### config.mk
export PLATFORM = sky130hd
export DESIGN_NAME = lineReqTracker
export DESIGN_NICKNAME = d
export VERILOG_FILES = /design/src/rtl/lrt_pkg.sv /design/src/rtl/lrt_table.sv /design/src/rtl/lrt_datapath.sv /design/src/rtl/lrt_control.sv /design/src/rtl/lineReqTracker.sv
export SDC_FILE = /design/constraint.sdc
export NUM_CORES = 1
export LEC_CHECK = 0
export ABC_AREA = 1
export BUFFER_PORTS_ARGS = -buffer_cell sky130_fd_sc_hd__buf_2
export CORE_MARGIN = 2
export CORE_UTILIZATION = 63
export DETAILED_ROUTE_END_ITERATION = 10
export PLACE_DENSITY = 0.88
export RECOVER_POWER = 50
export SYNTH_ARGS = -nofsm -noshare
export SYNTH_HDL_FRONTEND = slang
export SYNTH_SLANG_ARGS = --single-unit
### constraint.sdc
create_clock -name clk -period 12.4 [get_ports clk]
set_input_delay 3.72 -clock clk [delete_from_list [all_inputs] [get_ports clk]]
set_output_delay 3.72 -clock clk [all_outputs]
set_load 0.005 [all_outputs]
### src/rtl/lrt_pkg.sv
`timescale 1ns/1ps
package lrt_pkg;

  typedef enum logic [2:0] {
    K_LOAD    = 3'd0,
    K_FETCH   = 3'd1,
    K_STORE   = 3'd2,
    K_RMW_RD  = 3'd3,
    K_RMW_WR  = 3'd4,
    K_LOCK_RD = 3'd5,
    K_LOCK_WR = 3'd6,
    K_BAD     = 3'd7
  } reqKind_e;

  typedef enum logic [1:0] {
    C_FETCH  = 2'd0,
    C_LOAD   = 2'd1,
    C_STORE  = 2'd2,
    C_ATOMIC = 2'd3
  } dnCmd_e;

  typedef enum logic [1:0] {
    M_USER   = 2'd0,
    M_SUPER  = 2'd1,
    M_DEVICE = 2'd2,
    M_RSVD   = 2'd3
  } accMode_e;

  // strobes from control to datapath
  typedef struct packed {
    logic insWr;
    logic insRd;
    logic retWr;
    logic retRd;
  } tblStrobe_t;

  function automatic logic isWriteKind(logic [2:0] k);
    return (k == K_STORE) || (k == K_RMW_RD) || (k == K_RMW_WR) ||
           (k == K_LOCK_RD) || (k == K_LOCK_WR);
  endfunction

  function automatic logic [1:0] mapCmd(logic [2:0] k);
    case (k)
      K_FETCH:                      return C_FETCH;
      K_LOAD:                       return C_LOAD;
      K_STORE, K_LOCK_RD, K_LOCK_WR: return C_STORE;
      default:                      return C_ATOMIC;
    endcase
  endfunction

endpackage

### src/rtl/lrt_table.sv
`timescale 1ns/1ps
module lrt_table #(
  parameter int DEPTH  = 4,
  parameter int TAG_W  = 26,
  parameter int TS_W   = 11,
  parameter int THRESH = 500
) (
  input  logic                          clk,
  input  logic                          rstN,
  input  logic [TAG_W-1:0]              lookTag,
  input  logic                          insert,
  input  logic                          retire,
  input  logic [TAG_W-1:0]              retTag,
  input  logic [TS_W-1:0]               nowTs,
  output logic                          busy,
  output logic                          full,
  output logic                          retHit,
  output logic                          stale,
  output logic [$clog2(DEPTH+1)-1:0]    validCnt
);
  localparam int IDX_W = (DEPTH > 1) ? $clog2(DEPTH) : 1;
  localparam int CNT_W = $clog2(DEPTH+1);
  localparam logic [TS_W-1:0] THR = TS_W'(THRESH);

  logic [DEPTH-1:0] vld;
  logic [TAG_W-1:0] tag [DEPTH];
  logic [TS_W-1:0]  ts  [DEPTH];

  logic [DEPTH-1:0] lookHit, retMatch, oldEnt;
  logic             freeFound;
  logic [IDX_W-1:0] freeIdx;
  logic [CNT_W-1:0] cnt;

  // parallel tag compare and age test per entry
  for (genvar i = 0; i < DEPTH; i++) begin : g_cmp
    assign lookHit[i]  = vld[i] && (tag[i] == lookTag);
    assign retMatch[i] = vld[i] && (tag[i] == retTag);
    assign oldEnt[i]   = vld[i] && ((nowTs - ts[i]) >= THR);
  end

  always_comb begin
    freeFound = 1'b0;
    freeIdx   = '0;
    cnt       = '0;
    for (int i = 0; i < DEPTH; i++) begin
      if (!vld[i] && !freeFound) begin
        freeFound = 1'b1;
        freeIdx   = IDX_W'(i);
      end
      cnt = cnt + CNT_W'(vld[i]);
    end
  end

  assign busy     = |lookHit;
  assign full     = &vld;
  assign retHit   = retire && (|retMatch);
  assign stale    = |oldEnt;
  assign validCnt = cnt;

  always_ff @(posedge clk) begin
    if (!rstN) begin
      vld <= '0;
      for (int i = 0; i < DEPTH; i++) begin
        tag[i] <= '0;
        ts[i]  <= '0;
      end
    end else begin
      for (int i = 0; i < DEPTH; i++) begin
        if (retire && retMatch[i]) begin
          vld[i] <= 1'b0;
        end else if (insert && freeFound && (freeIdx == IDX_W'(i))) begin
          vld[i] <= 1'b1;
          tag[i] <= lookTag;
          ts[i]  <= nowTs;
        end
      end
    end
  end
endmodule

### src/rtl/lrt_datapath.sv
`timescale 1ns/1ps
module lrt_datapath import lrt_pkg::*; #(
  parameter int ADDR_W     = 32,
  parameter int LINE_BYTES = 64,
  parameter int LEN_W      = 7,
  parameter int WR_DEPTH   = 4,
  parameter int RD_DEPTH   = 4,
  parameter int THRESH     = 500,
  parameter int TS_W       = 11,
  parameter int TOT_W      = 4
) (
  input  logic              clk,
  input  logic              rstN,
  input  logic [ADDR_W-1:0] reqAddr,
  input  logic [LEN_W-1:0]  reqLen,
  input  logic [ADDR_W-1:0] cplAddr,
  input  tblStrobe_t        strobe,
  output logic [ADDR_W-1:0] lineAddr,
  output logic              lenBad,
  output logic              lineBusy,
  output logic              wrFull,
  output logic              rdFull,
  output logic              retHit,
  output logic              anyStale,
  output logic [TOT_W-1:0]  validTotal
);
  localparam int OFF_W = $clog2(LINE_BYTES);
  localparam int TAG_W = ADDR_W - OFF_W;
  localparam int SUM_W = ((OFF_W > LEN_W) ? OFF_W : LEN_W) + 2;

  logic [TAG_W-1:0] reqTag, cplTag;
  logic [SUM_W-1:0] endByte;
  logic [TS_W-1:0]  nowTs;
  logic             unusedCplOff;

  assign reqTag       = reqAddr[ADDR_W-1:OFF_W];
  assign cplTag       = cplAddr[ADDR_W-1:OFF_W];
  assign unusedCplOff = ^cplAddr[OFF_W-1:0];
  assign lineAddr     = {reqTag, {OFF_W{1'b0}}};
  assign endByte      = SUM_W'(reqAddr[OFF_W-1:0]) + SUM_W'(reqLen);
  assign lenBad       = endByte > SUM_W'(LINE_BYTES);

  // free-running timestamp for entry ages
  always_ff @(posedge clk) begin
    if (!rstN) nowTs <= '0;
    else       nowTs <= nowTs + 1'b1;
  end

  logic [1:0]       busyV, fullV, hitV, staleV;
  logic [TOT_W-1:0] cntV [2];

  // index 0: write-class table, index 1: read-class table
  for (genvar c = 0; c < 2; c++) begin : g_tbl
    localparam int D  = (c == 0) ? WR_DEPTH : RD_DEPTH;
    localparam int CW = $clog2(D+1);
    logic [CW-1:0] cnt;
    logic          ins, ret;
    assign ins = (c == 0) ? strobe.insWr : strobe.insRd;
    assign ret = (c == 0) ? strobe.retWr : strobe.retRd;
    lrt_table #(.DEPTH(D), .TAG_W(TAG_W), .TS_W(TS_W), .THRESH(THRESH)) u_tbl (
      .clk      (clk),
      .rstN     (rstN),
      .lookTag  (reqTag),
      .insert   (ins),
      .retire   (ret),
      .retTag   (cplTag),
      .nowTs    (nowTs),
      .busy     (busyV[c]),
      .full     (fullV[c]),
      .retHit   (hitV[c]),
      .stale    (staleV[c]),
      .validCnt (cnt)
    );
    assign cntV[c] = TOT_W'(cnt);
  end

  assign lineBusy   = |busyV;
  assign wrFull     = fullV[0];
  assign rdFull     = fullV[1];
  assign retHit     = |hitV;
  assign anyStale   = |staleV;
  assign validTotal = cntV[0] + cntV[1];
endmodule

### src/rtl/lrt_control.sv
`timescale 1ns/1ps
module lrt_control import lrt_pkg::*; #(
  parameter int ADDR_W     = 32,
  parameter int MAX_OUT    = 6,
  parameter int ID_W       = 16,
  parameter int THRESH     = 500,
  parameter int ICACHE_LAT = 2,
  parameter int DCACHE_LAT = 5,
  parameter int LAT_W      = 4,
  parameter int TOT_W      = 4,
  parameter int CNT_W      = 3
) (
  input  logic              clk,
  input  logic              rstN,
  input  logic              reqValid,
  input  logic [2:0]        reqType,
  input  logic [1:0]        reqMode,
  input  logic              cplValid,
  input  logic              cplWrite,
  input  logic [ADDR_W-1:0] lineAddr,
  input  logic              lenBad,
  input  logic              lineBusy,
  input  logic              wrFull,
  input  logic              rdFull,
  input  logic              retHit,
  input  logic              anyStale,
  input  logic [TOT_W-1:0]  validTotal,
  output tblStrobe_t        strobe,
  output logic              reqAccept,
  output logic [ID_W-1:0]   respId,
  output logic              issueValid,
  output logic [1:0]        issueCmd,
  output logic              issueSuper,
  output logic [ADDR_W-1:0] issueLine,
  output logic [LAT_W-1:0]  issueDelay,
  output logic              deadlock,
  output logic              countMismatch,
  output logic [CNT_W-1:0]  outstanding
);
  localparam int TMR_W = (THRESH > 2) ? $clog2(THRESH) : 1;

  logic              writeKind, kindOk, modeOk, roomOk, accept;
  logic [CNT_W-1:0]  nextOut;
  logic [ID_W-2:0]   idCnt;
  logic              armed, chkNow;
  logic [TMR_W-1:0]  tmr;

  always_comb begin
    writeKind = isWriteKind(reqType);
    kindOk    = reqType != K_BAD;
    modeOk    = reqMode != M_RSVD;
    roomOk    = (outstanding < CNT_W'(MAX_OUT)) && !(writeKind ? wrFull : rdFull);
    accept    = reqValid && kindOk && modeOk && !lenBad && !lineBusy && roomOk;
  end

  assign strobe.insWr = accept && writeKind;
  assign strobe.insRd = accept && !writeKind;
  assign strobe.retWr = cplValid && cplWrite;
  assign strobe.retRd = cplValid && !cplWrite;

  assign reqAccept = accept;
  assign respId    = accept ? {1'b0, idCnt} : {ID_W{1'b1}};
  assign nextOut   = outstanding + CNT_W'(accept) - CNT_W'(retHit);
  assign chkNow    = armed && (tmr == '0);
  assign countMismatch = int'(outstanding) != int'(validTotal);

  // count, IDs and the downstream issue register
  always_ff @(posedge clk) begin
    if (!rstN) begin
      outstanding <= '0;
      idCnt       <= '0;
      issueValid  <= 1'b0;
      issueCmd    <= '0;
      issueSuper  <= 1'b0;
      issueLine   <= '0;
      issueDelay  <= '0;
    end else begin
      outstanding <= nextOut;
      issueValid  <= accept;
      if (accept) begin
        idCnt      <= idCnt + 1'b1;
        issueCmd   <= mapCmd(reqType);
        issueSuper <= reqMode == M_SUPER;
        issueLine  <= lineAddr;
        issueDelay <= (reqType == K_FETCH) ? LAT_W'(ICACHE_LAT) : LAT_W'(DCACHE_LAT);
      end
    end
  end

  // watchdog: periodic check while anything is pending
  always_ff @(posedge clk) begin
    if (!rstN) begin
      armed    <= 1'b0;
      tmr      <= '0;
      deadlock <= 1'b0;
    end else if (chkNow) begin
      if (anyStale) deadlock <= 1'b1;
      if (nextOut != '0) tmr <= TMR_W'(THRESH - 1);
      else               armed <= 1'b0;
    end else if (armed) begin
      tmr <= tmr - 1'b1;
    end else if (accept) begin
      armed <= 1'b1;
      tmr   <= TMR_W'(THRESH - 1);
    end
  end
endmodule

### src/rtl/lineReqTracker.sv
`timescale 1ns/1ps
module lineReqTracker import lrt_pkg::*; #(
  parameter int ADDR_W     = 32,
  parameter int LINE_BYTES = 64,
  parameter int LEN_W      = 7,
  parameter int WR_DEPTH   = 4,
  parameter int RD_DEPTH   = 4,
  parameter int MAX_OUT    = 6,
  parameter int ID_W       = 16,
  parameter int THRESH     = 500,
  parameter int ICACHE_LAT = 2,
  parameter int DCACHE_LAT = 5,
  parameter int LAT_W      = 4
) (
  input  logic              clk,
  input  logic              rstN,
  input  logic              reqValid,
  input  logic [2:0]        reqType,
  input  logic [ADDR_W-1:0] reqAddr,
  input  logic [LEN_W-1:0]  reqLen,
  input  logic [1:0]        reqMode,
  output logic              reqAccept,
  output logic [ID_W-1:0]   respId,
  input  logic              cplValid,
  input  logic              cplWrite,
  input  logic [ADDR_W-1:0] cplAddr,
  output logic              issueValid,
  output logic [1:0]        issueCmd,
  output logic              issueSuper,
  output logic [ADDR_W-1:0] issueLine,
  output logic [LAT_W-1:0]  issueDelay,
  output logic              deadlock,
  output logic              countMismatch
);
  localparam int TS_W  = $clog2(THRESH) + 2;
  localparam int TOT_W = $clog2(WR_DEPTH + RD_DEPTH + 1);
  localparam int CNT_W = $clog2(MAX_OUT + 1);

  tblStrobe_t        strobe;
  logic [ADDR_W-1:0] lineAddr;
  logic              lenBad, lineBusy, wrFull, rdFull, retHit, anyStale;
  logic [TOT_W-1:0]  validTotal;
  logic [CNT_W-1:0]  outstanding;

  lrt_datapath #(
    .ADDR_W(ADDR_W), .LINE_BYTES(LINE_BYTES), .LEN_W(LEN_W),
    .WR_DEPTH(WR_DEPTH), .RD_DEPTH(RD_DEPTH), .THRESH(THRESH),
    .TS_W(TS_W), .TOT_W(TOT_W)
  ) u_dp (
    .clk(clk), .rstN(rstN), .reqAddr(reqAddr), .reqLen(reqLen),
    .cplAddr(cplAddr), .strobe(strobe), .lineAddr(lineAddr),
    .lenBad(lenBad), .lineBusy(lineBusy), .wrFull(wrFull), .rdFull(rdFull),
    .retHit(retHit), .anyStale(anyStale), .validTotal(validTotal)
  );

  lrt_control #(
    .ADDR_W(ADDR_W), .MAX_OUT(MAX_OUT), .ID_W(ID_W), .THRESH(THRESH),
    .ICACHE_LAT(ICACHE_LAT), .DCACHE_LAT(DCACHE_LAT), .LAT_W(LAT_W),
    .TOT_W(TOT_W), .CNT_W(CNT_W)
  ) u_ctl (
    .clk(clk), .rstN(rstN), .reqValid(reqValid), .reqType(reqType),
    .reqMode(reqMode), .cplValid(cplValid), .cplWrite(cplWrite),
    .lineAddr(lineAddr), .lenBad(lenBad), .lineBusy(lineBusy),
    .wrFull(wrFull), .rdFull(rdFull), .retHit(retHit), .anyStale(anyStale),
    .validTotal(validTotal), .strobe(strobe), .reqAccept(reqAccept),
    .respId(respId), .issueValid(issueValid), .issueCmd(issueCmd),
    .issueSuper(issueSuper), .issueLine(issueLine), .issueDelay(issueDelay),
    .deadlock(deadlock), .countMismatch(countMismatch),
    .outstanding(outstanding)
  );
endmodule

---- Word level (Yosys, flattened, before mapping) ----
Memory sizes are Yosys's and may differ from the RTL's.
Cells that the tools add are included.
word-level totals
  register bits after elaboration ......... 82
  memory bits (writable) .................. 296
  input bits .............................. 81
  output and inout port bits .............. 59
  word-level logic and storage cells ...... 284
  memories ................................ 4
operators by class
  $add $sub $neg .......................... 21
  magnitude comparators ................... 10
  equal/unequal tests ..................... 34
  muxes and demuxes ....................... 75
  bitwise gates (word level) .............. 17
  reduce and logical (&&, ||, !) cells .... 104
memories
  name                     words  bits a word  rd ports  clocked after Yosys merged registers in  write ports  RTL line         source
  u_dp.g_tbl[0].u_tbl.tag  4      26           4         0                                        4            lrt_table.sv:26  logic [TAG_W-1:0] tag [DEPTH];
  u_dp.g_tbl[1].u_tbl.tag  4      26           4         0                                        4            lrt_table.sv:26
  u_dp.g_tbl[0].u_tbl.ts   4      11           4         0                                        4            lrt_table.sv:27  logic [TS_W-1:0] ts [DEPTH];
  u_dp.g_tbl[1].u_tbl.ts   4      11           4         0                                        4            lrt_table.sv:27
operators by type and width
  kind                                                                     count
  26-bit equality test                                                     16
  26-bit 2-to-1 mux                                                        8
  11-bit by 9-bit >= comparator with 1-bit output (second input constant)  8
  11-bit 2-to-1 mux                                                        8
  11-bit subtractor                                                        8
  1-bit logical AND                                                        61
  1-bit 2-to-1 mux                                                         48
  9-bit 2-to-1 mux                                                         4
  2-bit OR reduction                                                       9
  16-bit 2-to-1 mux                                                        1
  1-bit bitwise OR                                                         16
  8-bit OR reduction                                                       2
  15-bit by 1-bit adder with 15-bit output (second input constant)         1
  1-bit logical NOT                                                        15
  11-bit by 1-bit adder with 11-bit output (second input constant)         1
  3-bit by 1-bit adder with 3-bit output                                   3
  3-bit equality test (second input constant)                              3
  9-bit by 7-bit > comparator with 1-bit output (second input constant)    1
  9-bit logical NOT                                                        1
  9-bit by 1-bit subtractor with 9-bit output (second input constant)      1
  6-bit by 7-bit adder with 8-bit output                                   1
  2-bit equality test (second input constant)                              4
  2-bit 2-to-1 mux                                                         4
  4-bit AND reduction                                                      2
  21 further kinds                                                         35

---- Longest topological paths before layout ----
Gate-level depths: netlist (run 1).
  depth after elaboration ................. 17
  depth in mapped cells ................... 28
  mapped depth without buffers ............ 25

---- Modules after synthesis ----
Synthesis (run 1) repeated with hierarchy kept, for this count alone.
unflattened totals
  cells, all modules ...................... 3,357
  area, all modules ....................... 25,458.2 um^2
modules (own cells, without submodules)
  module                           times used  cells an instance  area an instance (um^2)  seq. area each (um^2)
  lrt_table (u_dp.g_tbl[0].u_tbl)  1           1,369              10,598.9                 4,524.3
  lrt_table (u_dp.g_tbl[1].u_tbl)  1           1,362              10,505.1                 4,524.3
  lrt_control                      1           459                3,201.8                  1,341.3
  lrt_datapath                     1           167                1,152.4                  220.2

---- Least setup slack after synthesis (run 1) ----
No wires, ideal clock.
  kind .................................... input-to-output
  start point ............................. input port reqAddr[0]
  end point ............................... output port respId[10]
  arrival time ............................ 5.835 ns
  setup slack ............................. 2.845 ns
  cell stages on the path ................. 15
  cells stage by stage .................... ha_1 inv_1 fa_1 o21ai_1 nand2_1 nand2_1 nand2_1 nand2_1 nor2_1 o21ai_1 nand4_4 inv_1 buf_2 buf_2 nand2_1
on the way
  cells in the longest elaborated chain, start to end .. 7
ends and longest elaborated chain
  item                                           RTL line              source
  start, declared                                lineReqTracker.sv:19  input logic [ADDR_W-1:0] reqAddr,
  6-bit by 7-bit adder with 8-bit output         lrt_datapath.sv:40    assign endByte = SUM_W'(reqAddr[OFF_W-1:0]) + SUM_W'(reqLen);
  9-bit by 7-bit > comparator with 1-bit output  lrt_datapath.sv:41    assign lenBad = endByte > SUM_W'(LINE_BYTES);
  1-bit logical NOT                              lrt_control.sv:53     accept = reqValid && kindOk && modeOk && !lenBad && !lineBusy && roomOk;
  1-bit logical AND (3 in series)                lrt_control.sv:53
  net reqAccept                                  lineReqTracker.sv:22  output logic reqAccept,
  16-bit 2-to-1 mux                              lrt_control.sv:62     assign respId = accept ? {1'b0, idCnt} : {ID_W{1'b1}};
  end, declared                                  lineReqTracker.sv:23  output logic [ID_W-1:0] respId,
The timed path passes the listed nets, and every way through them passes these cells.

---- Worst setup path in the final report (run 1) ----
  start point ............................. input port reqAddr[31]
  end point ............................... output port respId[2]
on the way
  cells in the longest elaborated chain, start to end .. 7
  elaborated cells on any way between the ends .. 21
ends and longest elaborated chain
  item                               RTL line            source
  26-bit equality test               lrt_table.sv:36     assign lookHit[i] = vld[i] && (tag[i] == lookTag);
  1-bit logical AND                  lrt_table.sv:36
  8-bit OR reduction *               lrt_datapath.sv:77  assign lineBusy = |busyV;
  1-bit logical NOT *                lrt_control.sv:53
  1-bit logical AND * (2 in series)  lrt_control.sv:53
  16-bit 2-to-1 mux *                lrt_control.sv:62
Every way passes the cells marked *; elsewhere a longest branch is shown, timed or not.

==> summary.md, run 1 <==
| Metric | Value |
|---|---|
| Status | complete, but fails checks |
| Violated checks | capacitance limit, slew limit |
| Crit Path Category | in -> out |
| Starting DRC count in detailed routing | 3,278 |
| Uppermost layer routed | met5 |
| Type of the tightest min-delay check | reg -> reg |
| Final hold violation count | 0 |
| Finish-stage setup viols | 0 |
| Die Span X | 201 µm |
| Slew at the pin closest to its max-slew limit | 3.35 ns |
| Shortest period the worst path allows | 11.27 ns |
| Via-per-instance ratio | 6.23 |
| Final period util | 0.909 |
| Count of warnings emitted by yosys | 0 |
| Max-cap violations | 11 |
| Mean cell area of the mapped netlist | between 7 and 8 µm² |
| Multiplexer area fraction after synthesis | 0 |
| Die extent in y | roughly 200 µm |
| P per Cell Area | 122 nW/µm² |
| Clock slew at the register clock pins of the worst setup and hold paths | 0.06 ns |
| Part of the Yosys area used for sequential elements | 0.429 |
| Metal3 WL | 12.2 mm |
| Dpl hpwl | approximately 61 mm |
| Post-CTS Hold Buffers | 0 |
| Upper clock frequency limit | between 80 and 90 MHz |
| Complex-gate fraction of the synthesized area | 0.0910 |
| Largest family of logic cells by synthesized area | simple AND/OR/NAND/NOR gates |
| Global placement routability congestion | approximately 1.0 |
| Power consumption | 3.20 mW |
| Max clock buf depth | 3 |
| Arrival time of the worst setup path | 7.55 ns |
| Number of port buffers | 126 |
| Setup slack of the critical path after layout | 1.13 ns |
| Register-to-Register Path Depth | 20 |
| Main flop type after synthesis | sky130_fd_sc_hd__edfxtp_1 |
| Post-Place Setup Slack | 1.87 ns |
| Number of global-route vias before repair | approximately 22,000 |
| Placement row count | 72 |
| Max-slew violations | 464 |
| Hold path cells | 1 |
| Die Footprint | 40,400 µm² |
| Post-synthesis async set-or-reset flop share | 0 |
| DRT Wirelength | 91.2 mm |
| All-Layer GR Usage | 0.446 |
| Cell type of the slowest stage on the worst timing path | sky130_fd_sc_hd__inv_1 |
| Combined area of all synthesized cells | 24,400 µm² |
| # DRC | 0 |
| Endpoint of the most critical register-to-register path | u_ctl.tmr[6] |
| 1st-pass router iterations | 8 |
| Most numerous cell on the critical path | sky130_fd_sc_hd__nand2_1 |
| Synth Instances | 3,142 |
| Layout cells sized above 1 | 0.0759 |
| Post-synthesis register bit count | 376 |
| Post-DR wirelength/cell | 24.3 µm |
| Area fraction in and, or, nand and nor cells after synthesis | 0.262 |
| Post-synthesis xor/xnor area fraction | 0.0649 |
| Static power due to leakage | around 12 nW |
| Master cell of the clock root buffer | sky130_fd_sc_hd__clkbuf_16 |
| Number of routed nets with antenna violations | 0 |
| Crit Path Max Fanout | 33 |
| Slack of the worst reg-to-reg path | 7.22 ns |
| Antenna violations before repair | 2 |
| Kind of end point of the critical path | output port |
| Number of buffers created by CTS | 41 |
| Count of vias placed by the detailed router | 23,300 |
| Hold Path End | u_dp.nowTs[0] |
| Data required time of the critical path | 8.68 ns |
| Detailed-routing wirelength on met1 | 31.0 mm |
| Total negative setup slack | 0 ns |
| First-pass GRT wire length | 133 mm |
| Number of cells upsized or downsized after cts | 0 |
| Worst-skew pair later-pin latency | 0.60 ns |
| Worst Min Path Start | u_dp.nowTs[0] |
| Worst path buffer plus inverter count | 4 |
| H-Tree Level Count | 2 |
| Layout-stage area growth over the synthesis result | 7.88% |
| Unrepaired setup endpoints after global routing | no |
| Largest stage delay on the critical path | about 0.93 ns |
| Top library cells by usage in the layout, fill and taps aside | 707 x sky130_fd_sc_hd__nand2_1, 513 x sky130_fd_sc_hd__nor2_1, 402 x sky130_fd_sc_hd__inv_1 |
| Amount of wire on met2 after detailed routing | around 40 mm |
| Maximum resistive drop on vdd | 0.124 mV |
| Ports placed on the boundary | 140 |
| Unique masters post-synth | 52 |
| Post-Route Skew | 0.0371 ns |
| Final nets | 3,381 |
| Maximum number of pins on one net before global-route repair | 73 |
| Total number of clock tree sinks | 376 |
| Initial Utilization | 0.635 |
| Max-slew headroom at the worst pin | -1.24 |
| Core area | 38,500 µm² |
| Kind of launch point of the worst setup path | input pin |
| Most common cell after layout, fill and taps aside | sky130_fd_sc_hd__nand2_1 |
| Fraction of the mapped netlist area in adder cells | 0.0551 |
| EDFF count, synth | 296 |
| Overall overflow remaining after global route | 0 |
| Setup fix buffers added after clock tree synthesis | 0 |
| Reg-to-Reg Start | u_ctl.outstanding[1] |
| Largest delay contributor family on the critical path | buffers and inverters |
| Critical path cell sequence | buf_2, inv_1, nand2_1, nand2_1, nor2_1, nand2_1, nor2_1, nand2_1, nor2_1, nor2_2, nand2_1, nor2_1, nand4_4, inv_1, nand2_1, buf_2 |
| Clock tree from TritonCTS | yes |
[worst max-delay path by stage]
| stage | startpoint | end | slack [ns] | cells past startpoint |
|---|---|---|---|---|
| final | reqAddr[31] | respId[2] | 1.13 | 16 |
| after detailed placement | reqAddr[18] | respId[0] | 1.87 | 16 |
| after floorplan | reqAddr[0] | respId[10] | 2.84 | 15 |
| after CTS | reqAddr[18] | respId[2] | 1.84 | 16 |
| after global placement | reqAddr[18] | respId[0] | 1.88 | 16 |
| after global routing | reqAddr[31] | respId[2] | 0.95 | 16 |
[final cells by class]
cell class / count / area [µm²]
repair buffers: 141 / 688
well taps: 518 / 648
inverters: 434 / 1630
flip-flops and latches: 376 / 10500
multi-input cells: 2202 / 11600
clock buffers: 51 / 1100
diodes: 1 / 2.50
fillers: 3103 / 12100
clock inverters: 23 / 205
[per-stage QoR]
stage	hold slack, ns	area (µm²)	cells	util
after floorplan	0.429	24400	3148	-
after global placement	0.436	25100	3671	0.653
after detailed placement	0.454	25100	3671	0.653
after CTS	0.468	26400	3745	0.687
after global routing	0.484	26400	3745	0.685
final	0.469	26400	3746	0.685
[cell families (layout without fill, tap and decap cells)]
logic type,Yosys count,after routing
other,1,8
DFF,376,376
adders and majority gates,104,104
AOI/OAI and AO/OA,385,385
buffers and inverters,570,649
and+or+nand+nor,1525,1525
xor gates and xnor gates,181,181
[registers in the layout, indices dropped and copies added (netlist names), 2 cells and up]
signal                flops
u_ctl.outstanding         3
u_dp.g_tbl.u_tbl.ts      88
u_ctl.issueDelay          2
u_dp.g_tbl.u_tbl.vld      8
u_dp.nowTs               11
u_ctl.issueCmd            2
u_dp.g_tbl.u_tbl.tag    208
u_ctl.tmr                 9
u_ctl.issueLine          26
u_ctl.idCnt              15
[report_power, final]
part	switching (mW)	total, mW	internal, mW	leakage, nW
logic	0.362	0.513	0.151	7.31
registers	0.0475	1.47	1.42	3.72
clock network	0.529	1.22	0.695	0.629
total	0.938	3.20	2.27	11.7
[layer usage]
metal / track usage / vias to the layer above
met2: 0.699 / 1769
met4: 0.317 / 2
met5: 0 / -
li1: - / 10300
met3: 0.118 / 498
met1: 0.536 / 10700
[synth_stat cells, types with 22 or more instances]
master,n,area (µm²)
sky130_fd_sc_hd__buf_4,24,180
sky130_fd_sc_hd__nor3_1,49,245
sky130_fd_sc_hd__clkbuf_1,52,195
sky130_fd_sc_hd__nor4_1,30,188
sky130_fd_sc_hd__edfxtp_1,296,8890
sky130_fd_sc_hd__inv_1,401,1510
sky130_fd_sc_hd__nand4_1,53,332
sky130_fd_sc_hd__nor2_1,511,1920
sky130_fd_sc_hd__inv_2,22,82.6
sky130_fd_sc_hd__o21ai_0,117,586
sky130_fd_sc_hd__xor2_1,112,981
sky130_fd_sc_hd__xnor2_1,69,604
sky130_fd_sc_hd__buf_2,51,255
sky130_fd_sc_hd__dfxtp_1,80,1600
sky130_fd_sc_hd__o22ai_1,73,457
sky130_fd_sc_hd__nand3_1,108,541
sky130_fd_sc_hd__nand2_1,711,2670
sky130_fd_sc_hd__a21oi_1,118,591
sky130_fd_sc_hd__ha_1,98,1230
Power figures use the tool's default switching activity.
==> inputs of run 2 (changes only) <==
--- a/config.mk
+++ b/config.mk
@@ -7,10 +7,12 @@
 export LEC_CHECK = 0
 export ABC_AREA = 1
 export BUFFER_PORTS_ARGS = -buffer_cell sky130_fd_sc_hd__buf_2
+export CELL_PAD_IN_SITES_DETAIL_PLACEMENT = 2
+export CELL_PAD_IN_SITES_GLOBAL_PLACEMENT = 2
 export CORE_MARGIN = 2
-export CORE_UTILIZATION = 63
+export CORE_UTILIZATION = 40
 export DETAILED_ROUTE_END_ITERATION = 10
-export PLACE_DENSITY = 0.88
+export PLACE_DENSITY = 0.92
 export RECOVER_POWER = 50
 export SYNTH_ARGS = -nofsm -noshare
 export SYNTH_HDL_FRONTEND = slang
==> summary.md, run 2 (synthesized netlist as in run 1, its figures left out) <==
| Metric | Value |
|---|---|
| Status | complete, but fails checks |
| Finish-stage setup viols | 0 |
| Hold path cells | 2 |
| DRT Wirelength | about 120 mm |
| Clock tree from TritonCTS | yes |
| Layout-stage area growth over the synthesis result | 9.70% |
| Setup fix buffers added after clock tree synthesis | 0 |
| Initial Utilization | 0.405 |
| Number of global-route vias before repair | 26,800 |
| Max-cap violations | 13 |
| Largest stage delay on the critical path | 0.85 ns |
| Endpoint of the most critical register-to-register path | u_dp.g_tbl[1].u_tbl.tag[0][23] |
| Overall overflow remaining after global route | 0 |
| Register name with the most flops | u_dp.g_tbl.u_tbl.tag |
| Number of buffers created by CTS | between 40 and 50 |
| H-Tree Level Count | 2 |
| Starting DRC count in detailed routing | 2,241 |
| Post-Route Skew | around 0.036 ns |
| Setup slack of the critical path after layout | 0.887 ns |
| First-pass GRT wire length | 180 mm |
| Maximum resistive drop on vdd | approximately 0.12 mV |
| Violated checks | capacitance limit, slew limit |
| Die Span X | 251 µm |
| Via-per-instance ratio | between 6 and 7 |
| Shortest period the worst path allows | 11.51 ns |
| # DRC | 0 |
| Hold Path End | u_ctl.issueSuper |
| Final nets | 3,385 |
| Most common cell after layout, fill and taps aside | sky130_fd_sc_hd__nand2_1 |
| Antenna violations before repair | 7 |
| Worst path buffer plus inverter count | 4 |
| Hold_ws | 0.483 ns |
| Critical path cell sequence | buf_2, inv_1, or2_1, nand3_1, nor2_1, nand2_1, nor2_1, nand2_1, nand2_1, nor2_1, nand4_4, inv_1, nand2_1, buf_2 |
| Kind of end point of the critical path | output port |
| Flip-flop count of the largest register, all copies and words added | 208 |
| Post-DR wirelength/cell | 30.9 µm |
| Cell type of the slowest stage on the worst timing path | sky130_fd_sc_hd__inv_1 |
| Top library cells by usage in the layout, fill and taps aside | 707 x sky130_fd_sc_hd__nand2_1, 513 x sky130_fd_sc_hd__nor2_1, 401 x sky130_fd_sc_hd__inv_1 |
| Master cell of the clock root buffer | sky130_fd_sc_hd__clkbuf_16 |
| Crit Path Category | in -> out |
| Placement row count | 90 |
| Slack of the worst reg-to-reg path | 6.29 ns |
| Largest delay contributor family on the critical path | buffers and inverters |
| Ports placed on the boundary | 140 |
| Reg-to-Reg Start | u_dp.g_tbl[1].u_tbl.vld[1] |
| Type of the tightest min-delay check | reg -> reg |
| Layout cells sized above 1 | 0.0764 |
| Core area | 60,400 µm² |
| Number of cells upsized or downsized after cts | 0 |
| Static power due to leakage | 11.7 nW |
| Maximum number of pins on one net before global-route repair | 73 |
| Post-Place Setup Slack | 1.49 ns |
| Die Footprint | about 63,000 µm² |
| Number of port buffers | ~130 |
| Count of vias placed by the detailed router | 24,400 |
| Number of fill cells | 6,934 |
| Instance area at placement | 25,500 µm² |
| Dpl hpwl | approximately 83 mm |
| Final period util | 0.929 |
| Post-route cell area | 26,800 µm² |
| Die extent in y | 251 µm |
| Max clock buf depth | 3 |
| Post-CTS Hold Buffers | 0 |
| Most numerous cell on the critical path | sky130_fd_sc_hd__nand2_1 |
| Global placement routability congestion | 0.965 |
| Upper clock frequency limit | between 80 and 90 MHz |
| Unrepaired setup endpoints after global routing | no |
| P per Cell Area | 127 nW/µm² |
| Power consumption | between 3 and 4 mW |
| Data required time of the critical path | about 8.7 ns |
| All-Layer GR Usage | 0.390 |
| Slew at the pin closest to its max-slew limit | 3.56 ns |
| Max-slew headroom at the worst pin | -1.37 |
| Max-slew violations | between 500 and 600 |
| Total negative setup slack | 0 ns |
| Registers with the most flip-flops | u_dp.g_tbl.u_tbl.tag: 208 flops, u_dp.g_tbl.u_tbl.ts: 88 flops, u_ctl.issueLine: 26 flops |
| Arrival time of the worst setup path | 7.79 ns |
| Final hold violation count | 0 |
| Kind of launch point of the worst setup path | input pin |
| Crit Path Max Fanout | 31 |
| Clock slew at the register clock pins of the worst setup and hold paths | ~0.060 ns |
| 1st-pass router iterations | 6 |
| Worst-skew pair later-pin latency | around 0.62 ns |
| Number of routed nets with antenna violations | 0 |
| Register-to-Register Path Depth | 14 |
| Total number of clock tree sinks | 376 |
| Worst Min Path Start | u_ctl.issueSuper |
-- run 2: per-layer routing --
layer	vias to the layer above	part of all wire	global-route usage
met2	1350	0.46	0.646
met1	12200	0.35	0.438
met3	566	0.095	0.0951
li1	10300	-	-
met5	-	0.00019	0
met4	4	0.087	0.291
-- run 2: worst min-delay path, stage by stage, from the launching register on --
cell	delay, ns
sky130_fd_sc_hd__dfxtp_1	0.31
sky130_fd_sc_hd__nand3_1	0.08
sky130_fd_sc_hd__nand2_1	0.05
-- run 2: cell type report --
| cell class | instances | area, µm² | share of cell area |
|---|---|---|---|
| Inverter | 434 | 1630 | 0.0609 |
| Tap cell | 782 | 978 | 0.0365 |
| Clock buffer | 62 | 1300 | 0.0486 |
| Timing Repair Buffer | 140 | 682 | 0.0254 |
| Sequential cell | 376 | 10500 | 0.391 |
| Antenna cell | 4 | 10.0 | 0.000374 |
| Multi-Input combinational cell | 2202 | 11600 | 0.431 |
| Clock inverter | 21 | 140 | 0.00523 |
-- run 2: worst max-delay path by stage --
stage                            from          to  slack (ns)  cells past startpoint
after floorplan            reqAddr[0]  respId[10]        2.84                     15
after global placement    reqAddr[18]   respId[0]        1.66                     14
after detailed placement  reqAddr[18]   respId[2]        1.49                     16
after CTS                 reqAddr[18]   respId[2]        1.45                     16
after global routing      reqAddr[18]  respId[12]        0.81                     14
final                     reqAddr[18]  respId[12]        0.89                     14
-- run 2: stage by stage --
step,utilization,instances
after CTS,0.446,4017
after global placement,0.422,3934
after floorplan,-,3148
after global routing,0.444,4017
final,0.444,4021
after detailed placement,0.422,3934
-- run 2: power by group --
part | internal [mW] | switching [mW] | total, mW
clock network | 0.756 | 0.605 | 1.36
registers | 1.42 | 0.0519 | 1.47
logic | 0.152 | 0.415 | 0.567
